`src/rtl/portctl_nmi.sv`:
```
module portctl_nmi #(
  parameter logic [7:0] RST_VAL = 8'h87
) (
  input  logic       clk,
  input  logic       rst_n,
  input  logic       hw_stby,
  input  logic [2:0] mode,
  input  logic       ctl_we,
  input  logic [7:0] ctl_wdata,
  output logic [7:0] ctl_rdata,
  input  logic [7:0] port_ddr,
  input  logic [7:0] port_dr,
  input  logic [7:0] pin_in,
  output logic [7:0] pin_oe,
  output logic [7:0] pin_out,
  output logic [7:0] pin_alt,
  output logic [7:0] port_rd,
  output logic       irq0_lvl,
  output logic       irq1_lvl,
  output logic       brel_en,
  input  logic       nmi_pin,
  output logic       nmi_req
);
  localparam int IRQ1_BIT = 6;
  localparam int IRQ0_BIT = 5;
  localparam int EDGE_BIT = 4;
  localparam int BREL_BIT = 3;

  logic [6:0] ctl_q;
  logic [2:0] nmi_sh;
  logic       expanded;

  always_ff @(posedge clk or negedge rst_n) begin
    if (!rst_n)       ctl_q <= RST_VAL[6:0];
    else if (hw_stby) ctl_q <= RST_VAL[6:0];
    else if (ctl_we)  ctl_q <= ctl_wdata[6:0];
  end

  always_ff @(posedge clk or negedge rst_n) begin
    if (!rst_n) nmi_sh <= '0;
    else        nmi_sh <= {nmi_sh[1:0], nmi_pin};
  end

  assign ctl_rdata = {1'b1, ctl_q};
  assign expanded  = (mode >= 3'd1) && (mode <= 3'd4);
  assign brel_en   = ctl_q[BREL_BIT] & expanded;

  always_comb begin
    pin_alt    = '0;
    pin_alt[6] = ctl_q[IRQ1_BIT];
    pin_alt[5] = ctl_q[IRQ0_BIT];
    pin_alt[3] = brel_en;
    pin_alt[2] = brel_en;
  end

  assign pin_oe   = port_ddr & ~pin_alt;
  assign pin_out  = port_dr;
  assign port_rd  = (pin_oe & port_dr) | (~pin_oe & pin_in);
  assign irq1_lvl = ctl_q[IRQ1_BIT] ? pin_in[6] : 1'b1;
  assign irq0_lvl = ctl_q[IRQ0_BIT] ? pin_in[5] : 1'b1;

  assign nmi_req = ~hw_stby & (ctl_q[EDGE_BIT] ? (nmi_sh[1] & ~nmi_sh[2])
                                               : (~nmi_sh[1] & nmi_sh[2]));
endmodule

```
`config.mk`:
```
export PLATFORM = sky130hd
export DESIGN_NAME = portctl_nmi
export DESIGN_NICKNAME = d
export VERILOG_FILES = /design/src/rtl/portctl_nmi.sv
export SDC_FILE = /design/constraint.sdc
export NUM_CORES = 1
export LEC_CHECK = 0
export ABC_AREA = 1
export BUFFER_PORTS_ARGS = -buffer_cell sky130_fd_sc_hd__buf_2
export CORE_UTILIZATION = 35
export DETAILED_ROUTE_END_ITERATION = 12
export GPL_TIMING_DRIVEN = 0
export PLACE_DENSITY = 0.83
export RECOVER_POWER = 50
export SLEW_MARGIN = 10
export SYNTH_ARGS = -nofsm -noshare
export SYNTH_HDL_FRONTEND = slang
export SYNTH_SLANG_ARGS = --single-unit
```
`constraint.sdc`:
```
create_clock -name clk -period 1.6 [get_ports clk]
set_clock_uncertainty 0.2 [all_clocks]
set_input_delay 0.24 -clock clk [delete_from_list [all_inputs] [get_ports clk]]
set_output_delay 0.24 -clock clk [all_outputs]
set_load 0.05 [all_outputs]
```
Word-level counts from Yosys, hierarchy flattened
Cells that the tools add are included.

operators by class
  bitwise gates (word level) = 13
  reduce and logical (&&, ||, !) cells = 2
  multiplexer cells = 5
  $lt $le $gt $ge = 2

operators with widths
  cell                number
  $and 8x8->8         3
  $mux 7              2
  $not 7->8           1
  $not 8->8           1
  $or 8x8->8          1
  $and 1x1->1         4
  $ge 3x1->1 const B  1
  $le 3x3->1 const B  1
  $mux 1              3
  $not 1->1           3
  $reduce_bool 2->1   1
  $logic_and 1x1->1   1

storage, ports and cells
  input bits = 40
  flip-flop bits (word level) = 10
  output and inout port bits = 44

Depth between registers and ports, before layout
Gate-level depths: netlist of the first run.

  depth in word-level cells = 8
  gate-level depth with buffers = 6
  mapped depth without buffers = 6

Worst setup path before layout of the first run
No wires, ideal clock.

  path type = reg2out
  from = register ctl_q[5]
  to = output port port_rd[5]
  stages on the path, launching flop included = 5
  data arrival time = 2,189 ps
  slack = -1,029 ps
  path through = dfrtp_1 -> inv_1 -> nand2_1 -> inv_1 -> o21ai_0

between the ends
  word-level cells in the longest chain between the ends = 5
  elaborated cells on any way between the ends = 6
  classes of those cells = bitwise: 6

ends and longest elaborated chain
  element                 RTL line  source
  from (decl)             29        logic [6:0] ctl_q;
  from (signal assigned)  34        if (!rst_n) ctl_q <= RST_VAL[6:0];
  from (signal assigned)  35        else if (hw_stby) ctl_q <= RST_VAL[6:0];
  from (signal assigned)  36        else if (ctl_we) ctl_q <= ctl_wdata[6:0];
  $not 7->8 (*)           56        assign pin_oe = port_ddr & ~pin_alt;
  $and 8x8->8 (*)         56
  named net pin_oe[5]     14        output logic [7:0] pin_oe,
  $not 8->8               58        assign port_rd = (pin_oe & port_dr) | (~pin_oe & pin_in);
  $and 8x8->8             58
  $or 8x8->8 (*)          58
  to (decl)               17        output logic [7:0] port_rd,

Mark *: on every way through the listed nets, which the timed path passes. The rest lies on a longest branch.

Worst setup path after layout of the first run
  from = register ctl_q[3]
  to = output port pin_alt[3]

between the ends
  word-level cells in the longest chain between the ends = 1

ends and longest elaborated chain
  element      RTL line  source
  $and 1x1->1  46        assign brel_en = ctl_q[BREL_BIT] & expanded;
  to (decl)    16        output logic [7:0] pin_alt,

Every way passes these cells.

==> results of run 1 <==
-- area by class of cell --
cell class              count  area, sq um  share of cell area [%]
well taps                  25         31.3                    2.23
flip-flops and latches     10          259                    18.5
repair buffers             88          544                    38.9
multi-input cells          44          307                    21.9
clock buffers               4         26.3                    1.88
plain buffers              21          169                    12.1
inverters                  14         63.8                    4.56
-- state kept, by name, indices dropped and copies added (netlist names) --
signal,count
nmi_sh,3
ctl_q,7
-- synthesized netlist by cell type, types with 2 or more instances --
cell / number
sky130_fd_sc_hd__nand3_1: 2
sky130_fd_sc_hd__dfstp_2: 3
sky130_fd_sc_hd__o22a_1: 3
sky130_fd_sc_hd__inv_1: 13
sky130_fd_sc_hd__mux2_2: 4
sky130_fd_sc_hd__nand2_1: 16
sky130_fd_sc_hd__conb_1: 2
sky130_fd_sc_hd__dfrtp_1: 7
sky130_fd_sc_hd__o21ai_0: 5
sky130_fd_sc_hd__buf_4: 21
-- through the flow --
step	cells	hold slack (ns)	setup TNS [ns]	worst slack (ns)
5_1_grt	206	0.0184	-0.537	-0.0962
6_report	206	0.00887	-0.145	-0.0416
2_1_floorplan	89	-0.256	-0.547	-0.201
3_5_place_dp	191	-0.0926	0	0.0381
3_3_place_gp	191	-0.0994	0	0.0671
4_1_cts	204	0.000320	-0.161	-0.0452
-- worst max-delay path: cells and delay by family (launching register included) --
kind / cells / cell delay [ns]
buffers and inverters: 3 / 0.40
DFF: 1 / 0.42
and+or+nand+nor: 1 / 0.11
-- placed cells by master (no fill, tap or decap) --
cell and n:
sky130_fd_sc_hd__dfstp_2 3, sky130_fd_sc_hd__a22o_1 1, sky130_fd_sc_hd__conb_1 5, sky130_fd_sc_hd__nor2_1 1, sky130_fd_sc_hd__dfrtp_2 4, sky130_fd_sc_hd__nand2_1 12, sky130_fd_sc_hd__mux2_2 4, sky130_fd_sc_hd__nand2_2 4
sky130_fd_sc_hd__o21ai_2 1, sky130_fd_sc_hd__a21oi_2 1, sky130_fd_sc_hd__buf_2 60, sky130_fd_sc_hd__clkinvlp_4 3, sky130_fd_sc_hd__o22a_1 3, sky130_fd_sc_hd__nor3_4 1, sky130_fd_sc_hd__dfrtp_1 3, sky130_fd_sc_hd__nand3_4 1
sky130_fd_sc_hd__o21ai_0 3, sky130_fd_sc_hd__clkbuf_4 5, sky130_fd_sc_hd__inv_1 7, sky130_fd_sc_hd__o21a_1 1, sky130_fd_sc_hd__inv_2 4, sky130_fd_sc_hd__buf_6 8, sky130_fd_sc_hd__nor2_2 1, sky130_fd_sc_hd__dlygate4sd3_1 6
sky130_fd_sc_hd__o21ai_4 2, sky130_fd_sc_hd__nand3_1 2, sky130_fd_sc_hd__nor2_4 1, sky130_fd_sc_hd__buf_4 24, sky130_fd_sc_hd__clkbuf_1 7, sky130_fd_sc_hd__buf_8 3
-- logic make-up (layout without fill, tap and decap cells) --
group	after synthesis	count (layout)	share of synthesized area, %
buf+inv	35	127	29.8
simple gates	23	23	15.1
compound gates	12	12	11.5
flops	10	10	36.1
mux	4	4	6.39
other cells	2	5	1.07
-- metal layers --
metal	vias up	global-route usage, %	wire (microns)
met4	0	6.86	12
met3	2	1.54	174
met1	360	18.1	755
met2	49	35.6	1180
li1	436	-	-
met5	-	0	0
-- repair_timing --
| action | 4_1_cts | 5_1_grt |
|---|---|---|
| pin swaps | 3 | 2 |
| setup endpoints to repair | 12 | 12 |
| resized for setup | 20 | 5 |
| hold buffers | 6 | 0 |
| setup buffers | 3 | 2 |
| endpoints found under the hold margin | 15 | 0 |
-- power groups by stage --
stage / sequential [mW] / combinational [mW] / clock (mW)
2_1_floorplan: 0.321 / 0.322 / 0
3_3_place_gp: 0.286 / 0.471 / 0
3_5_place_dp: 0.286 / 0.478 / 0
4_1_cts: 0.280 / 0.523 / 0.184
5_1_grt: 0.282 / 0.560 / 0.194
6_report: 0.281 / 0.532 / 0.180
-- how the worst max path moves through the flow --
stage / depth (start not counted) / endpoint / slack, ns
floorplan: 4 / port_rd[5] / -0.20
global placement: 7 / pin_alt[2] / 0.07
CTS: 4 / pin_alt[2] / -0.05
detailed placement: 6 / pin_alt[2] / 0.04
finish: 4 / pin_alt[3] / -0.04
global route: 4 / pin_alt[3] / -0.1
==> tab_implementation.tex, run 1 <==
\begin{tabular}{lr}
\hline
Metric & Value \\
\hline
\multicolumn{2}{l}{\textbf{Outcome}} \\
Result of the run & finished with violations \\
Failing checks & negative setup slack \\
\multicolumn{2}{l}{\textbf{Synth}} \\
Main area contributors after synthesis & sky130\_fd\_sc\_hd\_\_dfrtp\_1 25\%, sky130\_fd\_sc\_hd\_\_buf\_4 22\%, sky130\_fd\_sc\_hd\_\_dfstp\_2 11\%, sky130\_fd\_sc\_hd\_\_nand2\_1 8.5\%, sky130\_fd\_sc\_hd\_\_inv\_1 6.9\% \\
Distinct cell type count of the synthesized netlist & 20 \\
Yosys reg bits & 10 \\
Per-instance average area after synthesis & 8.19 sq um \\
Synth Cell Area & 704 sq um \\
Number of enable flip-flop cells after synthesis & 0 \\
Biggest area consumer among synthesized cells & sky130\_fd\_sc\_hd\_\_dfrtp\_1 \\
Area share of the largest cell type after synthesis & 24.9\% \\
Synth Warn \# & 0 \\
Main synth FF type & sky130\_fd\_sc\_hd\_\_dfrtp\_1 \\
Share of the yosys chip area belonging to registers & 36.1\% \\
Async S/R FF share, synth & 100\% \\
Post-synthesis instance total & 86 \\
\multicolumn{2}{l}{\textbf{Finish}} \\
Fraction of layout instances using a drive strength above 1 & 71.8\% \\
Final antenna diode count & 0 \\
Post-route core utilization & 77.7\% \\
Area growth, synth to finish & 98.8\% \\
FILL cells & 137 \\
Final non-filler cell area & 1400 sq um \\
NumNets Final & 222 \\
\multicolumn{2}{l}{\textbf{CTS}} \\
Skew-Pair Late Insertion Delay & 0.26 ns \\
CTS Buf Count & 3 \\
Clock slew at reported path FFs & 0.07 ns \\
Buffer levels on the longest clock path & 2 \\
CTS tree & done \\
CTS Root Buffer Type & sky130\_fd\_sc\_hd\_\_clkbuf\_4 \\
Sink count of the clock tree & 10 \\
H-tree depth & 1 \\
\multicolumn{2}{l}{\textbf{Timing}} \\
Pins over their slew limit & 0 \\
Maximum achievable frequency & 0.609 GHz \\
Final setup vio count & 5 \\
Transition time at the pin with the least slew margin & 0.595 ns \\
Final cycle utilization of the critical path & 103\% \\
Fin crit period & 1.64 ns \\
Hold violation count in the final report & 0 \\
Worst Setup Slack, final & -0.0416 ns \\
Worst relative slew slack & 60.5\% \\
RSZ-0062 raised after global routing & true \\
\multicolumn{2}{l}{\textbf{Route}} \\
Total wire length & 2.12 mm \\
DR pass1 iterations & 4 \\
Remaining antenna violation count after routing & 0 \\
Remaining DRCs & 0 \\
Iter 0 DRT Violations & 5 \\
DR vias/cell & 4.11 \\
Vias & 847 \\
Wirelength per Cell & 10.3 microns \\
\multicolumn{2}{l}{\textbf{Critical path}} \\
Standard cell with the maximum stage delay on the critical path & sky130\_fd\_sc\_hd\_\_dfrtp\_2 \\
Startpoint kind of the worst setup timing path & register \\
Cell chain of the critical path & nand3\_4 > clkinvlp\_4 > buf\_6 > buf\_8 \\
Largest stage delay, worst path & 0.42 ns \\
Peak fanout along the critical path & 5 \\
R2r endpoint & ctl\_q[3]\$\_DFFE\_PN0P\_ \\
Startpoint of the worst register-to-register path & ctl\_q[3]\$\_DFFE\_PN0P\_ \\
Worst Path Arrival & 1.20 ns \\
Worst EP required & 1.16 ns \\
Class of the most critical setup path & reg -> out \\
Number of cells traversed by the worst register-to-register path & 2 \\
Register-to-Register Setup Slack & 0.51 ns \\
Critical Path End Type & primary output \\
Launch point of the critical path & ctl\_q[3]\$\_DFFE\_PN0P\_ \\
\multicolumn{2}{l}{\textbf{Global route}} \\
Wire length of the first global-routing pass & 2.74 mm \\
Vias in the first global route & 717 \\
Maximum number of pins on one net before global-route repair & 11 \\
GR Overflow Total & 0 \\
Number of antenna violations at the first check in global routing & 0 \\
GRT Util Overall & 17.5\% \\
\multicolumn{2}{l}{\textbf{Hold path}} \\
Hold endpoint & ctl\_q[2]\$\_DFFE\_PN1P\_ \\
Type of the most critical hold path & in -> reg \\
Hold Crit Start & ctl\_wdata[2] \\
Number of cells traversed by the worst hold path & 2 \\
\multicolumn{2}{l}{\textbf{Power and ir drop}} \\
Part of the power in the clock network & 18.1\% \\
Total power & 993 uW \\
Power density over the cells & 709 nW/um\^{}2 \\
Switching power total & 443 uW \\
Logic gate share of total power & 53.6\% \\
Register share of total power & 28.3\% \\
Leakage power of the design & 0.755 nW \\
Highest ir drop seen on vdd & 0.000621 V \\
Int Pwr & 550 uW \\
Switching Fraction & 44.6\% \\
\multicolumn{2}{l}{\textbf{Placed design}} \\
Number of buffers inserted by port buffering & 77 \\
Detailed placer's ending HPWL & 1.59 mm \\
Final weighted congestion in routability-driven placement & 0.677 \\
Placement-stage cell area & 1210 sq um \\
\multicolumn{2}{l}{\textbf{Die}} \\
Die Outline Area & 2200 sq um \\
Core Area & 1800 sq um \\
Cell row count & 15 \\
Vertical die dimension & 46.9 microns \\
Initial core utilization & 39.1\% \\
Die X-Extent & 46.9 microns \\
I/O pin count & 84 \\
\multicolumn{2}{l}{\textbf{Run}} \\
Reported max-cap violation count & 0 \\
\hline
\end{tabular}
No activity file was read; power rests on OpenSTA's default activity.
==> run 2: changes to the inputs <==
--- a/config.mk
+++ b/config.mk
@@ -16,3 +16,4 @@
 export SYNTH_ARGS = -nofsm -noshare
 export SYNTH_HDL_FRONTEND = slang
 export SYNTH_SLANG_ARGS = --single-unit
+export TNS_END_PERCENT = 30
==> tab_implementation.tex, run 2 (same netlist as run 1, synthesis figures left out) <==
\begin{tabular}{lr}
\hline
Metric & Value \\
\hline
\multicolumn{2}{l}{\textbf{Die}} \\
Vertical die dimension & 46.9 microns (unchanged) \\
Cell row count & 15 (unchanged) \\
Initial core utilization & 39.1\% (unchanged) \\
Core Area & 1800 sq um (unchanged) \\
Die Outline Area & 2200 sq um (unchanged) \\
Die X-Extent & 46.9 microns (unchanged) \\
I/O pin count & 84 (unchanged) \\
\multicolumn{2}{l}{\textbf{Timing}} \\
Maximum achievable frequency & 0.616 GHz (+1.1\%) \\
Minimum hold slack & 0.00870 ns (-0.000161 ns) \\
Worst relative slew slack & 60.4\% (-0.082 points) \\
Final cycle utilization of the critical path & 102\% (-1.1 points) \\
Hold violation count in the final report & 0 (unchanged) \\
RSZ-0062 raised after global routing & true \\
Transition time at the pin with the least slew margin & 0.596 ns (+0.00124 ns) \\
Pins over their slew limit & 0 (unchanged) \\
Final setup vio count & 5 (unchanged) \\
Fin crit period & 1.62 ns (-0.0174 ns) \\
Worst Setup Slack, final & -0.0242 ns (+0.0174 ns) \\
Summed negative setup slack over all endpoints & -0.0635 ns (+0.0812 ns) \\
\multicolumn{2}{l}{\textbf{Finish}} \\
Most common cell after layout, fill and taps aside & sky130\_fd\_sc\_hd\_\_buf\_2 \\
Post-route core utilization & 76.3\% (-1.4 points) \\
Area growth, synth to finish & 95.2\% \\
Most frequent cells in the layout & 60 x sky130\_fd\_sc\_hd\_\_buf\_2, 27 x sky130\_fd\_sc\_hd\_\_buf\_4, 12 x sky130\_fd\_sc\_hd\_\_nand2\_1, 9 x sky130\_fd\_sc\_hd\_\_buf\_6 \\
Leading registers by flop count & ctl\_q (7), nmi\_sh (3) \\
Final non-filler cell area & 1380 sq um (-1.8\%) \\
Most flops, register & ctl\_q \\
Max reg flops & 7 (unchanged) \\
NumNets Final & 222 (unchanged) \\
Final antenna diode count & 0 (unchanged) \\
Fraction of layout instances using a drive strength above 1 & 69.6\% (-2.2 points) \\
\multicolumn{2}{l}{\textbf{Run}} \\
Reported max-cap violation count & 0 (unchanged) \\
\multicolumn{2}{l}{\textbf{Route}} \\
DR vias/cell & 4.12 (+0.12\%) \\
DR pass1 iterations & 3 (-1) \\
WL met1 & 691 microns (-8.5\%) \\
Total wire length & 2.04 mm (-4.0\%) \\
Topmost layer with routed signal wires & met4 \\
Iter 0 DRT Violations & 6 (+1) \\
Wirelength per Cell & 9.90 microns (-4.0\%) \\
Remaining antenna violation count after routing & 0 (unchanged) \\
Vias & 848 (+0.12\%) \\
Remaining DRCs & 0 (unchanged) \\
Routed met2 length & 1.13 mm (-4.6\%) \\
Routed length on met3 & 197 microns (+13\%) \\
\multicolumn{2}{l}{\textbf{Critical path}} \\
Class of the most critical setup path & reg -> out \\
Critical Path End Type & primary output \\
Worst EP required & 1.16 ns (about the same) \\
Startpoint kind of the worst setup timing path & register \\
Standard cell with the maximum stage delay on the critical path & sky130\_fd\_sc\_hd\_\_dfrtp\_2 \\
CP dominant cell by count & sky130\_fd\_sc\_hd\_\_nand2\_2 \\
Largest stage delay, worst path & 0.41 ns (about the same) \\
Worst Path Arrival & 1.18 ns (-0.02 ns) \\
Cell chain of the critical path & inv\_2 > nand2\_2 > clkinvlp\_4 > nand2\_2 > o21ai\_4 > buf\_6 \\
Peak fanout along the critical path & 3 (-2) \\
\multicolumn{2}{l}{\textbf{Power and ir drop}} \\
Highest ir drop seen on vdd & 0.000621 V (about the same) \\
Power density over the cells & 716 nW/um\^{}2 (+0.95\%) \\
Leakage power of the design & 0.751 nW (-0.48\%) \\
\multicolumn{2}{l}{\textbf{CTS}} \\
Clock slew at reported path FFs & 0.06 ns (about the same) \\
CTS tree & done \\
Buffer levels on the longest clock path & 2 (unchanged) \\
CTS Buf Count & 3 (unchanged) \\
CTS Root Buffer Type & sky130\_fd\_sc\_hd\_\_clkbuf\_4 \\
Skew-Pair Late Insertion Delay & 0.26 ns (about the same) \\
H-tree depth & 1 (unchanged) \\
Sink count of the clock tree & 10 (unchanged) \\
\multicolumn{2}{l}{\textbf{Outcome}} \\
Result of the run & finished with violations \\
Failing checks & negative setup slack \\
\multicolumn{2}{l}{\textbf{Placed design}} \\
Final weighted congestion in routability-driven placement & 0.631 (-6.9\%) \\
Detailed placer's ending HPWL & 1.64 mm (+2.8\%) \\
Placement-stage cell area & 1180 sq um (-1.8\%) \\
Number of buffers inserted by port buffering & 77 (unchanged) \\
\multicolumn{2}{l}{\textbf{Global route}} \\
Maximum number of pins on one net before global-route repair & 11 (unchanged) \\
Vias in the first global route & 696 (-2.9\%) \\
Number of antenna violations at the first check in global routing & 0 (unchanged) \\
GRT Util Overall & 17.7\% (+0.16 points) \\
GR Overflow Total & 0 (unchanged) \\
Wire length of the first global-routing pass & 2.73 mm (-0.51\%) \\
\multicolumn{2}{l}{\textbf{Hold path}} \\
Type of the most critical hold path & in -> reg \\
\hline
\end{tabular}
==> run 2: cell type report <==
class	count	area [sq um]
plain buffers	21	158
clock buffers	4	26.3
flip-flops and latches	10	256
repair buffers	88	537
multi-input cells	44	303
well taps	25	31.3
inverters	14	63.8
fillers	143	427
==> run 2: routing by layer <==
layer,vias to the layer above,global-route usage [%]
li1,432,-
met1,361,16.9
met2,52,36.9
met3,3,1.92
met4,0,7.43
met5,-,0
==> run 2: per-stage QoR <==
stage / std cells / worst slack, ns / total power [mW]
floorplan: 89 / -0.201 / 0.638
global placement: 191 / 0.0944 / 0.751
detailed placement: 191 / 0.0535 / 0.759
CTS: 206 / -0.0281 / 0.986
global route: 206 / -0.0726 / 1.03
finish: 206 / -0.0242 / 0.984
==> run 2: repair_timing <==
action,4_1_cts,5_1_grt
hold buffers,6,0
hold endpoints to repair,15,0
endpoints found under the setup margin,12,12
pin swaps,3,2
setup buffers,5,0
gates resized for setup,19,6
==> run 2: power by group <==
part | switching (mW) | total [mW] | internal (mW)
clock network | 0.0850 | 0.181 | 0.0963
registers | 0.00826 | 0.278 | 0.270
logic | 0.347 | 0.525 | 0.178
total | 0.440 | 0.984 | 0.544
==> run 2: final timing paths <==
check                                          start  depth (start not counted)  slack [ns]                   end
worst max register to register  ctl_q[3]$_DFFE_PN0P_                          2        0.51  ctl_q[3]$_DFFE_PN0P_
max in group asynchronous                      rst_n                          2        0.54  ctl_q[5]$_DFFE_PN0P_
worst min-delay path                    ctl_wdata[2]                          2       0.009  ctl_q[2]$_DFFE_PN1P_
worst max-delay path            ctl_q[5]$_DFFE_PN0P_                          6       -0.02            port_rd[5]
min in group asynchronous                      rst_n                          2        0.27  ctl_q[3]$_DFFE_PN0P_
worst min register to register   nmi_sh[0]$_DFF_PN0_                          0        0.15   nmi_sh[1]$_DFF_PN0_
==> run 2: worst max-delay path: cells and delay by family, from the launching register on <==
| family | cells | cell delay (ns) |
|---|---|---|
| flops | 1 | 0.41 |
| buf+inv | 3 | 0.33 |
| simple gates | 2 | 0.13 |
| compound gates | 1 | 0.06 |
==> run 3: changes to the inputs <==
--- a/config.mk
+++ b/config.mk
@@ -5,7 +5,6 @@
 export SDC_FILE = /design/constraint.sdc
 export NUM_CORES = 1
 export LEC_CHECK = 0
-export ABC_AREA = 1
 export BUFFER_PORTS_ARGS = -buffer_cell sky130_fd_sc_hd__buf_2
 export CORE_UTILIZATION = 35
 export DETAILED_ROUTE_END_ITERATION = 12
==> tab_implementation.tex, run 3 <==
\begin{tabular}{lr}
\hline
Metric & Value \\
\hline
\multicolumn{2}{l}{\textbf{Route}} \\
Wirelength per Cell & 12.0 microns (+22\%) \\
Remaining antenna violation count after routing & 0 (unchanged) \\
Remaining DRCs & 0 (unchanged) \\
Vias & 836 (-1.4\%) \\
Total wire length & 2.27 mm (+12\%) \\
DR vias/cell & 4.42 (+7.5\%) \\
Iter 0 DRT Violations & 5 (-1) \\
DR pass1 iterations & 4 (+1) \\
\multicolumn{2}{l}{\textbf{Die}} \\
Core Area & 1800 sq um (unchanged) \\
Initial core utilization & 39.2\% (+0.069 points) \\
Die X-Extent & 46.9 microns (about the same) \\
Cell row count & 15 (unchanged) \\
Vertical die dimension & 46.9 microns (about the same) \\
Die Outline Area & 2200 sq um (+0.17\%) \\
I/O pin count & 84 (unchanged) \\
\multicolumn{2}{l}{\textbf{CTS}} \\
CTS tree & done \\
Buffer levels on the longest clock path & 2 (unchanged) \\
Clock slew at reported path FFs & 0.06 ns (about the same) \\
H-tree depth & 1 (unchanged) \\
CTS Root Buffer Type & sky130\_fd\_sc\_hd\_\_clkbuf\_4 \\
Sink count of the clock tree & 10 (unchanged) \\
Skew-Pair Late Insertion Delay & 0.26 ns (about the same) \\
CTS Buf Count & 3 (unchanged) \\
\multicolumn{2}{l}{\textbf{Critical path}} \\
Startpoint of the worst register-to-register path & ctl\_q[6]\$\_DFFE\_PN0P\_ \\
Number of buffer and inverter instances along the worst setup path & 2 (-1) \\
Largest stage delay, worst path & 0.41 ns (about the same) \\
Worst EP required & 1.16 ns (about the same) \\
Number of cells traversed by the worst register-to-register path & 3 (+1) \\
R2r endpoint & ctl\_q[6]\$\_DFFE\_PN0P\_ \\
Class of the most critical setup path & in -> out \\
Stages on worst setup path & 5 (-1) \\
Cell chain of the critical path & buf\_6 > or3\_4 > a31oi\_4 > mux2\_4 > buf\_8 \\
Worst Path Arrival & 1.41 ns (+0.23 ns) \\
Standard cell with the maximum stage delay on the critical path & sky130\_fd\_sc\_hd\_\_or3\_4 \\
Register-to-Register Setup Slack & 0.53 ns (+0.02 ns) \\
Peak fanout along the critical path & 3 (unchanged) \\
Startpoint kind of the worst setup timing path & primary input \\
Critical Path End Type & primary output \\
Top delay family on crit path & simple AND/OR/NAND/NOR gates \\
\multicolumn{2}{l}{\textbf{Synth}} \\
Per-instance average area after synthesis & 9.80 sq um (+20\%) \\
Distinct cell type count of the synthesized netlist & 20 (unchanged) \\
Synth Warn \# & 0 (unchanged) \\
Number of enable flip-flop cells after synthesis & 0 (unchanged) \\
Async S/R FF share, synth & 100\% (unchanged) \\
Main area contributors after synthesis & sky130\_fd\_sc\_hd\_\_dfrtp\_1 25\%, sky130\_fd\_sc\_hd\_\_buf\_4 22\%, sky130\_fd\_sc\_hd\_\_dfstp\_2 11\%, sky130\_fd\_sc\_hd\_\_mux2\_2 9.6\%, sky130\_fd\_sc\_hd\_\_mux2i\_1 5.7\% \\
Share of the yosys chip area belonging to registers & 36.0\% (-0.064 points) \\
Main synth FF type & sky130\_fd\_sc\_hd\_\_dfrtp\_1 \\
Biggest area consumer among synthesized cells & sky130\_fd\_sc\_hd\_\_dfrtp\_1 \\
Most frequent cell after synthesis & sky130\_fd\_sc\_hd\_\_buf\_4 \\
Post-synthesis instance total & 72 (-16\%) \\
Ranking of synthesized cells by instance count & 21 x sky130\_fd\_sc\_hd\_\_buf\_4, 7 x sky130\_fd\_sc\_hd\_\_dfrtp\_1, 6 x sky130\_fd\_sc\_hd\_\_mux2\_2, 5 x sky130\_fd\_sc\_hd\_\_nor2\_1, 5 x sky130\_fd\_sc\_hd\_\_nor2b\_1 \\
Synth Cell Area & 706 sq um (+0.18\%) \\
Area share of the largest cell type after synthesis & 24.8\% (-0.044 points) \\
Yosys reg bits & 10 (unchanged) \\
\multicolumn{2}{l}{\textbf{Outcome}} \\
Result of the run & finished with violations \\
Failing checks & negative setup slack \\
\multicolumn{2}{l}{\textbf{Power and ir drop}} \\
Leakage power of the design & 0.746 nW (-0.67\%) \\
Total power & 990 uW (+0.56\%) \\
Power density over the cells & 726 nW/um\^{}2 (+1.4\%) \\
Highest ir drop seen on vdd & 0.000574 V (-7.6\%) \\
\multicolumn{2}{l}{\textbf{Finish}} \\
Leading registers by flop count & ctl\_q (7), nmi\_sh (3) \\
Max reg flops & 7 (unchanged) \\
Fraction of layout instances using a drive strength above 1 & 70.7\% (+1.1 points) \\
Most frequent cells in the layout & 56 x sky130\_fd\_sc\_hd\_\_buf\_2, 27 x sky130\_fd\_sc\_hd\_\_buf\_4, 12 x sky130\_fd\_sc\_hd\_\_clkbuf\_1 \\
Most common cell after layout, fill and taps aside & sky130\_fd\_sc\_hd\_\_buf\_2 \\
Non-filler cells, final & 189 (-8.3\%) \\
Most flops, register & ctl\_q \\
NumNets Final & 205 (-7.7\%) \\
Final antenna diode count & 0 (unchanged) \\
Area growth, synth to finish & 93.3\% \\
Post-route core utilization & 75.7\% (-0.63 points) \\
\multicolumn{2}{l}{\textbf{Timing}} \\
Hold violation count in the final report & 0 (unchanged) \\
Final cycle utilization of the critical path & 115\% (+14 points) \\
RSZ-0062 raised after global routing & true \\
Worst Setup Slack, final & -0.246 ns (-0.222 ns) \\
Transition time at the pin with the least slew margin & 0.602 ns (+0.00535 ns) \\
Worst relative slew slack & 60.1\% (-0.36 points) \\
Pins over their slew limit & 0 (unchanged) \\
Final setup vio count & 10 (+5) \\
Maximum achievable frequency & 0.542 GHz (-12\%) \\
Fin crit period & 1.85 ns (+0.222 ns) \\
\multicolumn{2}{l}{\textbf{Hold path}} \\
Type of the most critical hold path & in -> reg \\
Number of cells traversed by the worst hold path & 3 (+1) \\
Hold endpoint & ctl\_q[3]\$\_DFFE\_PN0P\_ \\
Hold Crit Start & ctl\_wdata[3] \\
\multicolumn{2}{l}{\textbf{Placed design}} \\
Number of buffers inserted by port buffering & 75 (-2.6\%) \\
Post-placement cell count & 175 (-8.4\%) \\
Final weighted congestion in routability-driven placement & 0.627 (-0.51\%) \\
Detailed placer's ending HPWL & 1.65 mm (+0.79\%) \\
\multicolumn{2}{l}{\textbf{Global route}} \\
Number of antenna violations at the first check in global routing & 0 (unchanged) \\
GRT Util Overall & 20.0\% (+2.3 points) \\
GR Overflow Total & 0 (unchanged) \\
Maximum number of pins on one net before global-route repair & 11 (unchanged) \\
Wire length of the first global-routing pass & 3.11 mm (+14\%) \\
Vias in the first global route & 764 (+9.8\%) \\
\multicolumn{2}{l}{\textbf{Run}} \\
Reported max-cap violation count & 0 (unchanged) \\
\hline
\end{tabular}
[run 3: worst max-delay path by stage]
stage,from,end,slack (ns)
final,mode[2],port_rd[3],-0.25
after global routing,mode[2],port_rd[3],-0.26
after CTS,mode[2],port_rd[3],-0.26
after detailed placement,mode[1],port_rd[3],-0.31
after global placement,mode[1],port_rd[3],-0.28
after floorplan,mode[1],port_rd[2],-0.30
[run 3: layout make-up]
class                           instances  area [sq um]
Multi-Input combinational cell         40           354
Tap cell                               25          31.3
Buffer                                 23           165
Inverter                                2          7.51
Sequential cell                        10           258
Fill cell                             146           438
Timing Repair Buffer                   85           522
Clock buffer                            4          26.3
[run 3: cells by family after synthesis]
| family | share of synthesized area, % |
|---|---|
| flip-flops | 36.0 |
| multiplexers | 18.4 |
| AND/OR/NAND/NOR | 13.1 |
| AO/OA/AOI/OAI | 6.91 |
| buffers and inverters | 24.5 |
| other | 1.06 |
[run 3: repair_timing]
action / 4_1_cts / 5_1_grt
endpoints found under the setup margin: 10 / 12
hold buffers: 5 / 0
setup buffers: 4 / 1
pin swaps: 3 / 3
endpoints found under the hold margin: 14 / 0
resized for setup: 21 / 2
[run 3: per-stage QoR]
stage | cell area (sq um) | setup slack (ns) | setup TNS [ns] | hold slack, ns
finish | 1360 | -0.246 | -1.36 | 0.0270
global route | 1360 | -0.264 | -1.84 | 0.0465
CTS | 1370 | -0.264 | -1.37 | 0.0259
detailed placement | 1190 | -0.307 | -1.24 | -0.0901
global placement | 1190 | -0.280 | -1.09 | -0.0987
floorplan | 781 | -0.298 | -1.28 | -0.256
[run 3: worst reg2reg max path, delay by kind of cell, from the launching register on]
kind / cells / cell delay, ns
flops: 1 / 0.42
buf+inv: 1 / 0.14
simple gates: 1 / 0.05
mux: 1 / 0.14
[run 3: layer usage]
metal | GRT usage, % | vias to the layer above | part of all wire (%)
li1 | - | 399 | -
met1 | 17.5 | 389 | 33
met2 | 43.6 | 48 | 58
met3 | 4.23 | 0 | 9.1
met4 | 5.14 | 0 | 0
met5 | 0 | - | 0
[run 3: power breakdown]
group	leakage, nW	internal, mW	total, mW	switching (mW)
Combinational	0.616	0.192	0.528	0.336
Clock	0.0150	0.0962	0.177	0.0806
Sequential	0.115	0.272	0.285	0.0129
